**src/rtl/fsg_pkg.sv**
```systemverilog
package fsg_pkg;
    typedef enum logic [1:0] {
        K_PROG   = 2'd0,
        K_CHIP   = 2'd1,
        K_SECTOR = 2'd2,
        K_NONE   = 2'd3
    } op_kind_e;

    typedef enum logic [2:0] {
        S_IDLE  = 3'd0,
        S_PROG  = 3'd1,
        S_ERASE = 3'd2,
        S_SUSP  = 3'd3,
        S_FAIL  = 3'd4
    } fsg_state_e;
endpackage

```
**src/rtl/fsg_read_watch.sv**
```systemverilog
module fsg_read_watch (
    input  logic clk,
    input  logic rst_n,
    input  logic ce_n,
    input  logic oe_n,
    output logic read_end
);
    logic active, active_q;

    assign active = ~ce_n & ~oe_n;

    always_ff @(posedge clk or negedge rst_n) begin
        if (!rst_n) active_q <= 1'b0;
        else        active_q <= active;
    end

    // only a completed access with both strobes low counts
    assign read_end = active_q & ~active;
endmodule

```
**src/rtl/fsg_toggle.sv**
```systemverilog
module fsg_toggle (
    input  logic clk,
    input  logic rst_n,
    input  logic adv,
    output logic q
);
    always_ff @(posedge clk or negedge rst_n) begin
        if (!rst_n)   q <= 1'b0;
        else if (adv) q <= ~q;
    end

    assert_toggle_hold_R5: assert property (@(posedge clk) disable iff (!rst_n)
        !adv |=> $stable(q));
endmodule

```
**src/rtl/fsg_ctrl.sv**
```systemverilog
module fsg_ctrl
    import fsg_pkg::*;
#(
    parameter int ADDR_W = 8,
    parameter int SEC_W  = 2
) (
    input  logic              clk,
    input  logic              rst_n,
    input  logic              op_start,
    input  logic [1:0]        op_kind,
    input  logic [ADDR_W-1:0] op_addr,
    input  logic [7:0]        op_byte,
    input  logic              op_done,
    input  logic              limit_hit,
    input  logic              reset_cmd,
    input  logic              erase_suspend,
    output fsg_state_e        state,
    output logic              is_sector,
    output logic [SEC_W-1:0]  tsec,
    output logic              pbit7,
    output logic              rb_n
);
    fsg_state_e nxt;
    op_kind_e   kind;

    assign kind = op_kind_e'(op_kind);

    always_comb begin
        nxt = state;
        unique case (state)
            S_IDLE: begin
                if (op_start) begin
                    if (kind == K_PROG) nxt = S_PROG;
                    else if (kind == K_CHIP || kind == K_SECTOR) nxt = S_ERASE;
                end
            end
            S_PROG: begin
                if (limit_hit)    nxt = S_FAIL;
                else if (op_done) nxt = S_IDLE;
            end
            S_ERASE: begin
                if (limit_hit)                        nxt = S_FAIL;
                else if (op_done)                     nxt = S_IDLE;
                else if (erase_suspend && is_sector)  nxt = S_SUSP;
            end
            S_SUSP: if (!erase_suspend) nxt = S_ERASE;
            S_FAIL: if (reset_cmd)      nxt = S_IDLE;
            default: nxt = S_IDLE;
        endcase
    end

    always_ff @(posedge clk or negedge rst_n) begin
        if (!rst_n) begin
            state     <= S_IDLE;
            is_sector <= 1'b0;
            tsec      <= '0;
            pbit7     <= 1'b0;
        end else begin
            state <= nxt;
            if (state == S_IDLE && op_start) begin
                is_sector <= (kind == K_SECTOR);
                tsec      <= op_addr[ADDR_W-1 -: SEC_W];
                pbit7     <= op_byte[7];
            end
        end
    end

    always_comb begin
        unique case (state)
            S_PROG, S_ERASE, S_FAIL: rb_n = 1'b0;
            default:                 rb_n = 1'b1;
        endcase
    end

    assert_fail_sticky_R7: assert property (@(posedge clk) disable iff (!rst_n)
        (state == S_FAIL && !reset_cmd) |=> state == S_FAIL);
    assert_ready_cause_R11: assert property (@(posedge clk) disable iff (!rst_n)
        $rose(rb_n) |-> ($past(op_done) || $past(reset_cmd) || $past(erase_suspend)));
    assert_start_ignored_R13: assert property (@(posedge clk) disable iff (!rst_n)
        (state == S_PROG && !limit_hit && !op_done) |=> state == S_PROG);
endmodule

```
**src/rtl/fsg_status_mux.sv**
```systemverilog
module fsg_status_mux
    import fsg_pkg::*;
#(
    parameter int DATA_W = 16
) (
    input  fsg_state_e        state,
    input  logic              is_sector,
    input  logic              in_sec,
    input  logic              pbit7,
    input  logic              t6,
    input  logic              t2,
    input  logic              erase_win_open,
    input  logic              wbuf_abort,
    input  logic [DATA_W-1:0] array_q,
    output logic              show,
    output logic [DATA_W-1:0] dq
);
    logic [7:0] stat;

    always_comb begin
        stat = 8'h00;
        show = 1'b1;
        unique case (state)
            S_IDLE: show = 1'b0;
            S_PROG: stat[7] = ~pbit7;
            S_ERASE: begin
                stat[7] = is_sector & ~in_sec;
                stat[3] = ~erase_win_open;
            end
            S_SUSP: begin
                show    = in_sec;
                stat[7] = 1'b1;
                stat[3] = ~erase_win_open;
            end
            S_FAIL: stat[5] = 1'b1;
            default: show = 1'b0;
        endcase
        stat[6] = t6;
        stat[2] = t2;
        stat[1] = wbuf_abort;
    end

    always_comb begin
        dq = '0;
        if (show) dq[7:0] = stat;
        else      dq = array_q;
    end
endmodule

```
**src/rtl/flash_status_gen.sv**
```systemverilog
module flash_status_gen
    import fsg_pkg::*;
#(
    parameter int ADDR_W = 8,
    parameter int SEC_W  = 2,
    parameter int DATA_W = 16
) (
    input  logic              clk,
    input  logic              rst_n,
    input  logic              op_start,
    input  logic [1:0]        op_kind,
    input  logic [ADDR_W-1:0] op_addr,
    input  logic [7:0]        op_byte,
    input  logic              op_done,
    input  logic              limit_hit,
    input  logic              reset_cmd,
    input  logic              erase_suspend,
    input  logic              erase_win_open,
    input  logic              wbuf_abort,
    input  logic              ce_n,
    input  logic              oe_n,
    input  logic [ADDR_W-1:0] addr,
    input  logic [DATA_W-1:0] array_q,
    output logic [DATA_W-1:0] dq,
    output logic              rb_n
);
    fsg_state_e       state;
    logic             is_sector, pbit7, read_end, in_sec, show;
    logic             t6, t2, adv6, adv2;
    logic [SEC_W-1:0] tsec;

    fsg_ctrl #(.ADDR_W(ADDR_W), .SEC_W(SEC_W)) u_ctrl (
        .clk, .rst_n, .op_start, .op_kind, .op_addr, .op_byte, .op_done,
        .limit_hit, .reset_cmd, .erase_suspend,
        .state, .is_sector, .tsec, .pbit7, .rb_n
    );

    fsg_read_watch u_watch (.clk, .rst_n, .ce_n, .oe_n, .read_end);

    assign in_sec = (addr[ADDR_W-1 -: SEC_W] == tsec);
    assign adv6   = read_end & (state == S_PROG || state == S_ERASE || state == S_FAIL);
    assign adv2   = read_end & (state == S_ERASE || (state == S_SUSP && in_sec));

    fsg_toggle u_t6 (.clk, .rst_n, .adv(adv6), .q(t6));
    fsg_toggle u_t2 (.clk, .rst_n, .adv(adv2), .q(t2));

    fsg_status_mux #(.DATA_W(DATA_W)) u_mux (
        .state, .is_sector, .in_sec, .pbit7, .t6, .t2,
        .erase_win_open, .wbuf_abort, .array_q, .show, .dq
    );

    assert_susp_b6_steady_R6: assert property (@(posedge clk) disable iff (!rst_n)
        (state == S_SUSP) |=> $stable(t6));
    assert_reserved_zero_R10: assert property (@(posedge clk) disable iff (!rst_n)
        show |-> (dq[4] == 1'b0 && dq[0] == 1'b0 && (dq >> 8) == '0));
    assert_idle_array_R2: assert property (@(posedge clk) disable iff (!rst_n)
        (state == S_IDLE) |-> dq == array_q);
endmodule

```
**config.mk**
```make
export PLATFORM = sky130hd
export DESIGN_NAME = flash_status_gen
export DESIGN_NICKNAME = d
export VERILOG_FILES = /design/src/rtl/fsg_pkg.sv /design/src/rtl/fsg_read_watch.sv /design/src/rtl/fsg_toggle.sv /design/src/rtl/fsg_ctrl.sv /design/src/rtl/fsg_status_mux.sv /design/src/rtl/flash_status_gen.sv
export SDC_FILE = /design/constraint.sdc
export NUM_CORES = 1
export LEC_CHECK = 0
export BUFFER_PORTS_ARGS = -buffer_cell sky130_fd_sc_hd__clkbuf_2
export CORE_MARGIN = 1
export CORE_UTILIZATION = 39
export CTS_BUF_LIST = sky130_fd_sc_hd__clkbuf_16
export CTS_CLUSTER_SIZE = 12
export DETAILED_ROUTE_END_ITERATION = 7
export GPL_TIMING_DRIVEN = 1
export PLACE_DENSITY = 0.85
export SLEW_MARGIN = 15
export SYNTH_ARGS = -nofsm -noshare
export SYNTH_HDL_FRONTEND = slang
export SYNTH_SLANG_ARGS = --single-unit
```
**constraint.sdc**
```tcl
create_clock -name clk -period 2.35 [get_ports clk]
set_input_delay 0.1175 -clock clk [delete_from_list [all_inputs] [get_ports clk]]
set_output_delay 0.1175 -clock clk [all_outputs]
set_load 0.02 [all_outputs]
```
==> flow_summary.toml, run 1 <==
[setup_path]
cp_slowest_stage_delay_ns = 0.52
crit_type = "flop to output pin"
required_ns = 2.23
critPathSlowestCell = "dfrtp_1"
start_kind = "flop"
critPathCaptureType = "output pin"
crit_chain = "or3_1 > nand3_2 > mux2_2 > clkbuf_2"
cp_max_fo = 15
cp.arrival_ns = 1.94

[yosys]
synth_common_cells = "and2_1, dfrtp_1, mux2_2"
async_reset_ff_share_pct = 100.0
synth_compound_area_share_pct = 14.33
synth_top_family_by_area = "simple AND/OR/NAND/NOR gates"
synthesis.nets = 135
ys.flop_type = "dfrtp_1"
synth_mux_area_share_pct = 12.14
yosys.area.top_type = "dfrtp_1"
synthXorXnorAreaFrac_pct = 5.902
synth_cell_types = 29
ys_ff_latch = 10
netlist_instances = 80
yosysSeqAreaShare_pct = 33.73
synth-simple-area-share_pct = 25.63
synth_top_area_share_pct = 33.73
avgSynthCellArea_sq_um = 9.275
synth-adder-area-share_pct = 3.373
syn_area_sq_um = 742.0
ys_top_cells_by_area = "dfrtp_1, mux2_2, and2_1"
yosysWarnings = 0
synth_edf_count = 0

[floorplanning]
die_w_microns = 45.62
die_y_microns = 45.62
core_area_sq_um = 1745
die_area_sq_um = 2081
initial_core_util_pct = 42.51
std_cell_rows = 15
io_pins = 70

[timing]
finalClockSkew_ns = 0.002411
timing.slew.headroom_pct = 72.96
timing.final.max_slew_violations = 0
hold_violations = 0
hold_ws_ns = 0.04567
rsz0062_at_grt = "false"
worst_pin_slew_ns = 0.4056
finalCriticalPeriod_ns = 2.058
period_share_pct = 87.56
setup_viol = 0
fmax_mhz = 486.0
setup_tns_ns = 0

[pwr]
cellLeakagePower_nw = 0.5642
peakVddDrop_v = 0.0007427
p_total_mw = 1.538
powerDensity_nw_per_um2 = 1415

[global_route]
grt_max_degree = 16
grt_pass1_vias = 673
grt-ovfl-total = 0
antenna_found_initial = 0
grt_pass1_wl_microns = 2594
grt_usage_pct = 18.02

[cts]
clk_latency_ns = 0.24
path_clk_slew_ns = 0.04
cts_buffers = 3
tritoncts = "yes"
clockRootBuffer = "clkbuf_16"
ctsHtreeMaxLevel = 1
cts_buffer_depth = 2
clock_sinks = 10

[drt]
finalWirelength_microns = 1841
via_count = 773
dr.pass1.iters = 4
postRouteAntennaNets = 0
routedWlPerCell_microns = 11.80
via_per_inst = 4.955
route.detailed.drc = 0
dr.first_iter.drc_count = 18

[final_layout]
drive_above_1_share_pct = 48.85
nets = 187
diodes = 0
fin_area_sq_um = 1087
area_growth_pct = 46.54
fin_cells = 156

[job]
cap_violations = 0

[outcome]
outcome = "complete, no violations"

[place]
io_buffers = 50
globalplace.congestion = 0.8702
numPlacedInstances = 151
post-dp-hpwl_microns = 1486
place_area_sq_um = 998.5

[hold_path]
hold_class = "input port to flop"
[critical path: cells and delay by family, from the launching register on]
family / cells / cell delay, ns
mux: 1 / 0.37
flops: 1 / 0.52
buf+inv: 1 / 0.15
simple gates: 2 / 0.66
[final timing paths]
kind	end	slack (ns)	startpoint	cells past startpoint
max	dq[1]	0.29	u_ctrl.state[1]	4
min	u_watch.active_q	0.05	ce_n	2
max reg2reg	u_ctrl.pbit7	0.85	u_ctrl.state[2]	3
min reg2reg	u_t6.q	0.48	u_t6.q	1
max in group asynchronous	u_ctrl.state[0]	1.85	rst_n	2
min in group asynchronous	u_ctrl.pbit7	0.29	rst_n	2
[routing by layer]
layer / track usage (%) / up-vias / routed length [microns]
met1: 16.92 / 338 / 687
met2: 35.71 / 48 / 975
met3: 2.778 / 4 / 154
li1: - / 383 / -
met5: 0 / - / 0
met4: 10.30 / 0 / 23
[timing repair]
item,CTS,global route
hold buffers,1,0
resized for setup,0,0
hold endpoints to repair,10,0
buffers inserted,0,0
[final cells by class]
class / instances / area [sq um]
inverters: 3 / 11.26
multi-input cells: 63 / 455.4
well taps: 25 / 31.28
fillers: 153 / 658.1
clock buffers: 3 / 75.07
flip-flops and latches: 10 / 250.2
repair buffers: 51 / 260.3
clock inverters: 1 / 3.754
[logic make-up (layout without fill, tap and decap cells)]
kind of cell / after synthesis / after routing
simple gates: 31 / 31
mux: 8 / 8
fa+ha+maj: 2 / 2
buf+inv: 7 / 58
xor+xnor: 5 / 5
compound gates: 17 / 17
flops: 10 / 10
[cell usage in the layout (no fill, tap or decap)]
cell           Yosys  final
o22ai_1            1      1
mux2_2             8      8
clkbuf_2           0     50
nand3_2            1      1
xor2_1             4      4
nor2_1             7      7
a21oi_1            4      4
nor3_2             1      1
clkinv_1           0      1
xnor2_1            1      1
a32o_1             1      1
nand3b_1           3      3
or3_1              1      1
dlygate4sd3_1      0      1
nand2b_1           2      2
nand2_1            1      1
nor4b_1            2      2
and2b_1            1      1
clkbuf_16          0      3
o211ai_2           1      1
nor3_1             1      1
inv_1              3      3
ha_1               2      2
a2111oi_0          1      1
o21ai_0            6      6
and2_1            10     10
nor2b_1            1      1
o21ai_1            1      1
o211ai_1           1      1
a31oi_1            1      1
dfrtp_1           10     10
[state kept, by name, summed over array words and instances, names as in the netlist]
name              cells
u_t2.q                1
u_t6.q                1
u_ctrl.is_sector      1
u_watch.active_q      1
u_ctrl.tsec           2
u_ctrl.pbit7          1
u_ctrl.state          3
[per-stage QoR]
stage                     util, %  setup WS, ns
final                       62.29        0.2924
after global routing        62.29        0.2207
after CTS                   62.29        0.2929
after detailed placement    57.20        0.5400
after global placement      57.20        0.5896
after floorplan                 -        0.8817
[power by group]
part	leakage (nW)	internal, mW	switching (mW)
registers	0.125	0.247	0.104
logic	0.401	0.369	0.514
clock network	0.0385	0.223	0.0802
No activity file was read; power rests on OpenSTA's default activity.
==> run 2: changes to the inputs <==
--- a/config.mk
+++ b/config.mk
@@ -13,6 +13,7 @@
 export DETAILED_ROUTE_END_ITERATION = 7
 export GPL_TIMING_DRIVEN = 1
 export PLACE_DENSITY = 0.85
+export RECOVER_POWER = 100
 export SLEW_MARGIN = 15
 export SYNTH_ARGS = -nofsm -noshare
 export SYNTH_HDL_FRONTEND = slang
==> run 2 against run 1 <==
Effect of this change: power is 2.7% lower; sequential cell count unchanged; design area decreased by 2.0%; clock-buffer cell count is the same; register-to-register slack lost 0.16 ns; first-iteration DRC count is 22% lower; sequential power is 1% lower; critical path depth unchanged; sequential share of layout area up 0.46 points; die area unchanged; global-route usage is the same; fmax is essentially flat; critical path type unchanged; largest power group unchanged.
==> flow_summary.toml, run 2 (same netlist as run 1, synthesis figures left out) <==
[timing]
worst_pin_slew_ns = 0.5672
timing.slew.headroom_pct = 62.19
timing.final.max_slew_violations = 0
hold_violations = 0
rsz0062_at_grt = "false"
period_share_pct = 87.58
fmax_mhz = 485.9
setup_viol = 0
finalClockSkew_ns = 0.003085
setup_tns_ns = 0
finalCriticalPeriod_ns = 2.058

[floorplanning]
std_cell_rows = 15
die_area_sq_um = 2081
initial_core_util_pct = 42.51
core_area_sq_um = 1745
io_pins = 70
die_w_microns = 45.62
die_y_microns = 45.62

[setup_path]
crit_type = "flop to output pin"
critPathCaptureType = "output pin"
required_ns = 2.23
cp_max_fo = 15
cp.arrival_ns = 1.94
start_kind = "flop"

[hold_path]
hold_class = "input port to flop"

[cts]
cts_buffer_depth = 2
post_cts_buffers = 0
tritoncts = "yes"
cts_buffers = 3
clockRootBuffer = "clkbuf_16"
post_cts_resized = 0
ctsHtreeMaxLevel = 1
clock_sinks = 10
clk_latency_ns = 0.24
path_clk_slew_ns = 0.04
holdBufCountCts = 1

[global_route]
grt_max_degree = 16
antenna_found_initial = 0
grt_usage_pct = 18.02
grt_pass1_wl_microns = 2594
grt_pass1_vias = 673
grt-ovfl-total = 0

[final_layout]
top_regs = "u_ctrl.state: 3 flops, u_ctrl.tsec: 2 flops"
fin_area_sq_um = 1066
largest_reg_flops = 3
drive_above_1_share_pct = 38.17
area_growth_pct = 43.68
diodes = 0
nets = 187
utilization_pct = 61.08
regMostFlops = "u_ctrl.state"
final_common_cell = "clkbuf_2"
final_cell_mix = "clkbuf_2, clkbuf_1, dfrtp_1, mux2_2"

[pwr]
powerDensity_nw_per_um2 = 1404
peakVddDrop_v = 0.0007353
p_total_mw = 1.497
cellLeakagePower_nw = 0.5188

[drt]
finalWirelength_microns = 1849
postRouteAntennaNets = 0
via_count = 766
route.detailed.drc = 0
via_per_inst = 4.910
dr.first_iter.drc_count = 14
dr.pass1.iters = 4
routedWlPerCell_microns = 11.85

[place]
post-dp-hpwl_microns = 1486
place_area_sq_um = 998.5
globalplace.congestion = 0.8702
io_buffers = 50

[job]
cap_violations = 0

[outcome]
outcome = "complete, no violations"
[run 2: layout make-up]
class	count	area (sq um)
fillers	164	679.4
multi-input cells	63	450.4
flip-flops and latches	10	250.2
repair buffers	51	244.0
clock buffers	3	75.07
well taps	25	31.28
inverters	3	11.26
clock inverters	1	3.754
[run 2: final timing paths]
| path | from | endpoint | slack (ns) | cells past startpoint |
|---|---|---|---|---|
| max in group asynchronous | rst_n | u_t6.q | 1.59 | 2 |
| hold reg to reg | u_t6.q | u_t6.q | 0.48 | 1 |
| min in group asynchronous | rst_n | u_ctrl.pbit7 | 0.39 | 2 |
| hold / removal | ce_n | u_watch.active_q | 0.05 | 2 |
| setup / recovery | u_ctrl.state[1] | dq[1] | 0.29 | 4 |
| setup reg to reg | u_ctrl.state[2] | u_ctrl.pbit7 | 0.69 | 3 |
[run 2: critical path: stages, from the launching register on]
cell	delay, ns
dfrtp_1	0.50
or3_1	0.43
nand3_2	0.24
mux2_2	0.36
clkbuf_1	0.17
[run 2: power by group]
group / internal [mW] / total [mW] / switching [mW]
combinational: 0.332 / 0.845 / 0.513
sequential: 0.247 / 0.347 / 0.0997
clock: 0.223 / 0.305 / 0.0814
total: 0.803 / 1.50 / 0.694
[run 2: stage by stage]
stage / setup slack [ns] / hold slack, ns / instances
6_report: 0.2919 / 0.04621 / 156
5_1_grt: 0.2005 / 0.05477 / 156
4_1_cts: 0.2929 / 0.04292 / 156
3_5_place_dp: 0.5400 / -0.0005738 / 151
3_3_place_gp: 0.5896 / -0.01133 / 151
2_1_floorplan: 0.8817 / -0.1781 / 80
[run 2: layer usage]
layer / GRT usage, % / wire length, microns / vias to the layer above
met2: 35.71 / 980 / 41
met1: 16.92 / 701 / 337
met3: 2.778 / 132 / 5
li1: - / - / 383
met4: 10.30 / 35 / 0
met5: 0 / 0 / -
